--- src/rtl/auth_pkg.sv ---
package auth_pkg;
  localparam int BYTE_W = 8;

  localparam logic [7:0] OP_CHAL      = 8'h0C;
  localparam logic [7:0] OP_MAC_ID    = 8'h35;
  localparam logic [7:0] OP_MAC_ONES  = 8'h36;
  localparam logic [7:0] OP_NEXT_ID   = 8'h33;
  localparam logic [7:0] OP_NEXT_ONES = 8'h30;
  localparam logic [7:0] OP_CLEAR     = 8'h5A;
  localparam logic [7:0] OP_LOCK      = 8'h6A;
  localparam logic [7:0] OP_SPD_STD   = 8'h8D;
  localparam logic [7:0] OP_SPD_OD    = 8'h8B;

  typedef enum logic [2:0] {
    K_CHAL, K_MAC, K_NEXT, K_CLEAR, K_LOCK, K_SPEED, K_BAD
  } cmd_kind_t;

  typedef enum logic [2:0] {
    ST_IDLE, ST_CHAL, ST_HASH, ST_MAC, ST_NV, ST_HALT
  } state_t;
endpackage

--- src/rtl/auth_cmd_decode.sv ---
module auth_cmd_decode
  import auth_pkg::*;
(
  input  logic [7:0] op,
  output cmd_kind_t  kind,
  output logic       use_ones,
  output logic       speed_val
);
  always_comb begin
    kind      = K_BAD;
    use_ones  = 1'b0;
    speed_val = 1'b0;
    case (op)
      OP_CHAL:      kind = K_CHAL;
      OP_MAC_ID:    kind = K_MAC;
      OP_MAC_ONES:  begin kind = K_MAC;  use_ones = 1'b1; end
      OP_NEXT_ID:   kind = K_NEXT;
      OP_NEXT_ONES: begin kind = K_NEXT; use_ones = 1'b1; end
      OP_CLEAR:     kind = K_CLEAR;
      OP_LOCK:      kind = K_LOCK;
      OP_SPD_STD:   kind = K_SPEED;
      OP_SPD_OD:    begin kind = K_SPEED; speed_val = 1'b1; end
      default:      kind = K_BAD;
    endcase
  end
endmodule

--- src/rtl/auth_chal_capture.sv ---
module auth_chal_capture #(
  parameter int KEY_W  = 64,
  parameter int BYTE_W = 8
) (
  input  logic              clk,
  input  logic              rst_n,
  input  logic              start,
  input  logic              byte_en,
  input  logic [BYTE_W-1:0] byte_in,
  output logic              last,
  output logic [KEY_W-1:0]  chal,
  output logic              chal_ok
);
  localparam int NBYTES = KEY_W / BYTE_W;
  localparam int CNT_W  = (NBYTES > 1) ? $clog2(NBYTES) : 1;
  localparam logic [CNT_W-1:0] CNT_LAST = CNT_W'(NBYTES - 1);

  logic [CNT_W-1:0] cnt_q, cnt_d;
  logic [KEY_W-1:0] stage_q, stage_d;
  logic [KEY_W-1:0] chal_q, chal_d;
  logic             ok_q, ok_d;

  assign last = (cnt_q == CNT_LAST);

  always_comb begin
    cnt_d   = cnt_q;
    stage_d = stage_q;
    chal_d  = chal_q;
    ok_d    = ok_q;
    if (start) begin
      cnt_d = '0;
    end else if (byte_en) begin
      stage_d = {byte_in, stage_q[KEY_W-1:BYTE_W]};
      cnt_d   = cnt_q + 1'b1;
      if (last) begin
        chal_d = stage_d;
        ok_d   = 1'b1;
        cnt_d  = '0;
      end
    end
  end

  always_ff @(posedge clk or negedge rst_n) begin
    if (!rst_n) begin
      cnt_q   <= '0;
      stage_q <= '0;
      chal_q  <= '0;
      ok_q    <= 1'b0;
    end else begin
      cnt_q   <= cnt_d;
      stage_q <= stage_d;
      chal_q  <= chal_d;
      ok_q    <= ok_d;
    end
  end

  assign chal    = chal_q;
  assign chal_ok = ok_q;
endmodule

--- src/rtl/auth_mac_stream.sv ---
module auth_mac_stream #(
  parameter int DIG_W  = 160,
  parameter int BYTE_W = 8
) (
  input  logic              clk,
  input  logic              rst_n,
  input  logic              load,
  input  logic [DIG_W-1:0]  digest_in,
  input  logic              adv,
  output logic [BYTE_W-1:0] byte_out,
  output logic              last
);
  localparam int NBYTES = DIG_W / BYTE_W;
  localparam int CNT_W  = $clog2(NBYTES);
  localparam logic [CNT_W-1:0] CNT_LAST = CNT_W'(NBYTES - 1);

  logic [DIG_W-1:0] dig_q, dig_d;
  logic [CNT_W-1:0] cnt_q, cnt_d;

  always_comb begin
    dig_d = dig_q;
    cnt_d = cnt_q;
    if (load) begin
      dig_d = digest_in;
      cnt_d = '0;
    end else if (adv) begin
      dig_d = dig_q >> BYTE_W;
      cnt_d = cnt_q + 1'b1;
    end
  end

  always_ff @(posedge clk or negedge rst_n) begin
    if (!rst_n) begin
      dig_q <= '0;
      cnt_q <= '0;
    end else begin
      dig_q <= dig_d;
      cnt_q <= cnt_d;
    end
  end

  assign byte_out = dig_q[BYTE_W-1:0];
  assign last     = (cnt_q == CNT_LAST);
endmodule

--- src/rtl/auth_cmd_ctrl.sv ---
module auth_cmd_ctrl
  import auth_pkg::*;
#(
  parameter int KEY_W = 64,
  parameter int DIG_W = 160
) (
  input  logic              clk,
  input  logic              rst_n,
  input  logic              bus_reset,
  input  logic              rx_valid,
  input  logic [BYTE_W-1:0] rx_byte,
  input  logic              tx_req,
  output logic              tx_valid,
  output logic [BYTE_W-1:0] tx_byte,
  output logic              hash_req,
  output logic              hash_sel_next,
  output logic              hash_ones_id,
  input  logic              hash_done,
  input  logic [DIG_W-1:0]  hash_digest,
  output logic [KEY_W-1:0]  secret_o,
  output logic [KEY_W-1:0]  challenge_o,
  output logic              nv_wr_req,
  input  logic              nv_wr_done,
  output logic              busy,
  output logic              lock_err,
  output logic              secret_locked,
  output logic              speed_od,
  output logic              chal_loaded
);
  // reset: asserted asynchronously, released on the clock
  logic [1:0] rst_sync_q;
  logic       rst_int_n;
  always_ff @(posedge clk or negedge rst_n) begin
    if (!rst_n) rst_sync_q <= 2'b00;
    else        rst_sync_q <= {rst_sync_q[0], 1'b1};
  end
  assign rst_int_n = rst_sync_q[1];

  cmd_kind_t kind;
  logic      use_ones, speed_val;

  auth_cmd_decode u_dec (
    .op(rx_byte), .kind(kind), .use_ones(use_ones), .speed_val(speed_val)
  );

  state_t            state_q, state_d;
  logic [KEY_W-1:0]  secret_q, secret_d;
  logic              lock_q, lock_d, speed_q, speed_d, err_q, err_d;
  logic              sel_q, sel_d, ones_q, ones_d;
  logic              chal_start, chal_byte_en, chal_last, chal_ok;
  logic              mac_load, mac_adv, mac_last;

  auth_chal_capture #(.KEY_W(KEY_W), .BYTE_W(BYTE_W)) u_chal (
    .clk(clk), .rst_n(rst_int_n), .start(chal_start), .byte_en(chal_byte_en),
    .byte_in(rx_byte), .last(chal_last), .chal(challenge_o), .chal_ok(chal_ok)
  );

  auth_mac_stream #(.DIG_W(DIG_W), .BYTE_W(BYTE_W)) u_mac (
    .clk(clk), .rst_n(rst_int_n), .load(mac_load), .digest_in(hash_digest),
    .adv(mac_adv), .byte_out(tx_byte), .last(mac_last)
  );

  // next-state
  always_comb begin
    state_d      = state_q;
    secret_d     = secret_q;
    lock_d       = lock_q;
    speed_d      = speed_q;
    err_d        = err_q;
    sel_d        = sel_q;
    ones_d       = ones_q;
    chal_start   = 1'b0;
    chal_byte_en = 1'b0;
    mac_load     = 1'b0;
    mac_adv      = 1'b0;
    case (state_q)
      ST_IDLE: if (rx_valid) begin
        err_d = 1'b0;
        case (kind)
          K_CHAL: begin
            chal_start = 1'b1;
            state_d    = ST_CHAL;
          end
          K_MAC, K_NEXT: if (chal_ok) begin
            sel_d  = (kind == K_NEXT);
            ones_d = use_ones;
            if (kind == K_NEXT && lock_q) err_d   = 1'b1;
            else                          state_d = ST_HASH;
          end
          K_CLEAR: begin
            if (lock_q) err_d = 1'b1;
            else begin
              secret_d = '0;
              state_d  = ST_NV;
            end
          end
          K_LOCK: begin
            lock_d  = 1'b1;
            state_d = ST_NV;
          end
          K_SPEED: begin
            speed_d = speed_val;
            state_d = ST_NV;
          end
          default: state_d = ST_HALT;
        endcase
      end
      ST_CHAL: begin
        if (bus_reset) state_d = ST_IDLE;
        else if (rx_valid) begin
          chal_byte_en = 1'b1;
          if (chal_last) state_d = ST_IDLE;
        end
      end
      ST_HASH: if (hash_done) begin
        if (sel_q) begin
          secret_d = hash_digest[KEY_W-1:0];
          state_d  = ST_NV;
        end else begin
          mac_load = 1'b1;
          state_d  = ST_MAC;
        end
      end
      ST_MAC: begin
        if (bus_reset) state_d = ST_IDLE;
        else if (tx_req) begin
          mac_adv = 1'b1;
          if (mac_last) state_d = ST_IDLE;
        end
      end
      ST_NV:   if (nv_wr_done) state_d = ST_IDLE;
      ST_HALT: if (bus_reset)  state_d = ST_IDLE;
      default: state_d = ST_IDLE;
    endcase
  end

  // registers
  always_ff @(posedge clk or negedge rst_int_n) begin
    if (!rst_int_n) begin
      state_q  <= ST_IDLE;
      secret_q <= '0;
      lock_q   <= 1'b0;
      speed_q  <= 1'b0;
      err_q    <= 1'b0;
      sel_q    <= 1'b0;
      ones_q   <= 1'b0;
    end else begin
      state_q  <= state_d;
      secret_q <= secret_d;
      lock_q   <= lock_d;
      speed_q  <= speed_d;
      err_q    <= err_d;
      sel_q    <= sel_d;
      ones_q   <= ones_d;
    end
  end

  assign hash_req      = (state_q == ST_HASH);
  assign nv_wr_req     = (state_q == ST_NV);
  assign busy          = hash_req | nv_wr_req;
  assign tx_valid      = (state_q == ST_MAC);
  assign hash_sel_next = sel_q;
  assign hash_ones_id  = ones_q;
  assign secret_o      = secret_q;
  assign secret_locked = lock_q;
  assign speed_od      = speed_q;
  assign lock_err      = err_q;
  assign chal_loaded   = chal_ok;

  AST_HASH_NEEDS_CHAL: assert property (@(posedge clk) disable iff (!rst_int_n)
    hash_req |-> chal_loaded);
  AST_LOCKED_SECRET_FROZEN: assert property (@(posedge clk) disable iff (!rst_int_n)
    secret_locked |=> $stable(secret_o));
  AST_REFUSAL_NO_ACTIVITY: assert property (@(posedge clk) disable iff (!rst_int_n)
    $rose(lock_err) |-> (!hash_req && !nv_wr_req));
  AST_ONE_HANDSHAKE: assert property (@(posedge clk) disable iff (!rst_int_n)
    !(hash_req && nv_wr_req));
  AST_HASH_REQ_HELD: assert property (@(posedge clk) disable iff (!rst_int_n)
    (hash_req && !hash_done) |=> hash_req);
  AST_NV_REQ_HELD: assert property (@(posedge clk) disable iff (!rst_int_n)
    (nv_wr_req && !nv_wr_done) |=> nv_wr_req);
endmodule

--- config.mk ---
export PLATFORM = sky130hd
export DESIGN_NAME = auth_cmd_ctrl
export DESIGN_NICKNAME = d
export VERILOG_FILES = /design/src/rtl/auth_pkg.sv /design/src/rtl/auth_cmd_decode.sv /design/src/rtl/auth_chal_capture.sv /design/src/rtl/auth_mac_stream.sv /design/src/rtl/auth_cmd_ctrl.sv
export SDC_FILE = /design/constraint.sdc
export NUM_CORES = 1
export LEC_CHECK = 0
export BUFFER_PORTS_ARGS = -buffer_cell sky130_fd_sc_hd__clkbuf_2
export CORE_UTILIZATION = 45
export DETAILED_ROUTE_END_ITERATION = 10
export PLACE_DENSITY = 0.7
export REMOVE_ABC_BUFFERS = 1
export SLEW_MARGIN = 20
export SYNTH_ARGS = -nofsm -noshare
export SYNTH_HDL_FRONTEND = slang
export SYNTH_SLANG_ARGS = --single-unit
export TNS_END_PERCENT = 5
--- constraint.sdc ---
create_clock -name clk -period 10.5 [get_ports clk]
set_input_delay 0.525 -clock clk [delete_from_list [all_inputs] [get_ports clk]]
set_output_delay 0.525 -clock clk [all_outputs]
set_load 0.1 [all_outputs]
==> impl_metrics.ini <==
[clock_tree]
clock_sinks = 363
cts_buffer_depth = 3
cts_tree = done
cts_root_buf = clkbuf_16
cts_made_buffers = 39
worstSkewPairLatency_ns = 0.51
htree_num_levels = 2
path_clk_slew_ns = 0.06
post-cts-setup-buffers = 0

[critical_path]
max_stage_delay_ns = 0.79
crit_type = register to register
crit_arrival_ns = 3.67
start_kind = register
critPathLaunch = state_q[2]
crit_required_ns = 10.95
cp_cell_sequence = and4bb_2 > and2_4 > nor2_4 > buf_4 > buf_4 > nand2_1 > nand2_1
worst_setup_path_end_kind = register
slowest_stage = buf_4
reg2reg_slack_ns = 7.28
cp_max_fo = 84
regToRegStartpoint = state_q[2]

[synth]
ys_seq_area_frac = 0.598
ys_seq_elements = 363
netlist_instances = 1368
ys_async_sr_fraction = 1.00
yosysWarnings = 0
syn-cell-area_um2 = 15200
ys_types = 55
avgSynthCellArea_um2 = 11.1
synth_ff_type = dfrtp_1
synth_top_area_frac = 0.598
yosys-top-cells-area = dfrtp_1, nand2_1, a22oi_1
synth_edf_count = 0
synth_top_cell_by_area = dfrtp_1

[die]
die_area_um2 = 34500
die_w_um = 186
num_rows = 66
ios = 321
initial_core_util = 0.462
die_h_um = 186
core_um2 = 32900

[power_and_ir_drop]
leakage_nw = 9.67
finalPower_mw = 3.66
ir_drop_uv = 120
powerDensity_nw_per_um2 = 201

[grt]
grt_pass1_vias = 10660
antenna_found_initial = 1
grt_pass1_wl_mm = 56.3
grt_usage = 0.203
grt_max_degree = 177
grt-ovfl-total = 0

[placed_design]
dp.cells = 2048
place_worst_setup_slack_ns = 7.23
dp_hpwl_mm = 23.0
place.gp.congestion = 0.792
numPortBuffers = 320

[sta]
min_period_ns = 3.22
tns_ns = 0
setup_ws_ns = 7.28
tightest_slew_ns = 1.02
finalClockSkew_ns = 0.0132
hold_viol_final = 0
relSlewSlack = 0.320
setup_viol = 0
timing.final.crit_share = 0.307
report.final.slew_viol_count = 0
clock.fmax_mhz = 310
rsz0062_at_grt = no

[final_layout]
drive_gt1_frac = 0.298
fin_cells = 2118
utilization = 0.556
area_growth_pct = 20.2
nets = 1826

[routing]
vias = 10916
drt_drc_violations_left = 0
postRouteAntennaNets = 0
wire_per_inst_um = 16.6
routed_via_density = 5.15
firstDrtPassIters = 5
drt_iter0_drc = 846
totalWireLength_mm = 35.1

[worst_hold_path]
hold_path.class = input port to register
hp-start = hash_digest[158]

[job]
cap_violations = 0

[run_status]
status = finished, final reports clean
[cell usage after synthesis, drive strengths merged, types with 2 or more instances]
cell type	n
a21oi	4
a22o	3
a22oi	153
a32oi	2
and2	3
and3b	2
and4bb	2
buf	51
clkbuf	43
dfrtp	363
ha	3
inv	69
mux2	118
mux2i	65
nand2	400
nand2b	2
nand3	4
nand3b	3
nand4	5
nor2	15
nor3	4
nor3b	4
nor4	2
nor4b	2
o21ai	19
o31ai	2
or2	2
xnor2	2
xor2	3
[state kept, by name (all words and copies together), names as in the netlist]
signal / flops
lock_err: 1
u_mac.cnt_q: 5
u_chal.stage_q: 56
u_chal.cnt_q: 3
state_q: 3
u_mac.dig_q: 160
u_chal.chal: 64
secret_o: 64
u_chal.chal_ok: 1
speed_od: 1
hash_ones_id: 1
hash_sel_next: 1
secret_locked: 1
rst_sync_q: 2
[cells in the final DEF, fill, tap and decap left out, drive strengths merged, types with 7 or more instances in the layout]
cell and instances:
dfrtp 363, inv 69, nor2 15, nand2 400, buf 12, mux2 118
clkinv 7, clkbuf 380, o21ai 19, a22oi 153, mux2i 65
[cell type report]
type / count / area [um2]
fillers: 2903 / 14600
repair buffers: 333 / 1710
diodes: 1 / 2.50
well taps: 442 / 553
inverters: 69 / 259
clock inverters: 8 / 68.8
multi-input cells: 842 / 5400
flip-flops and latches: 363 / 9090
clock buffers: 60 / 1180
[critical path: cells and delay by family (launching register included)]
kind	cells	cell delay (ns)
DFF	1	0.59
buffers and inverters	2	1.36
and+or+nand+nor	5	1.11
[power by group]
group,internal [mW],switching [mW],leakage (nW)
Sequential,1.54,0.110,4.69
Combinational,0.181,0.505,4.37
Clock,0.794,0.531,0.617
Total,2.52,1.15,9.67
[per-stage QoR]
step,cell area [um2],hold WS (ns)
after floorplan,14700,0.229
after global placement,17000,0.311
after detailed placement,17000,0.314
after CTS,18300,0.196
after global routing,18300,0.213
final,18300,0.215
[layer usage]
metal  up-vias  track usage  part of all wire
met5         -            0                 0
met3        58       0.0425             0.058
met2       294        0.325              0.47
met4         0       0.0616             0.025
met1      5376        0.279              0.44
li1       5188            -                 -
[final timing paths]
path,endpoint,cells after the start
setup / recovery,u_mac.dig_q[29],7
hold / removal,u_mac.dig_q[158],3
setup reg to reg,u_mac.dig_q[29],7
hold reg to reg,rst_sync_q[1],0
max in group asynchronous,u_chal.chal[37],2
min in group asynchronous,rst_sync_q[1],2
[timing repair]
action	in CTS	in global routing
hold endpoints to repair	2	0
resized for setup	0	0
hold buffers	1	0
[cell families after synthesis]
family          after synthesis  synth area share
simple gates                456             0.124
flops                       363             0.598
compound gates              193            0.0928
mux                         183             0.130
buf+inv                     163            0.0483
xor+xnor                      6           0.00436
fa+ha+maj                     3           0.00247
other cells                   1          0.000247
Power figures use the tool's default switching activity.
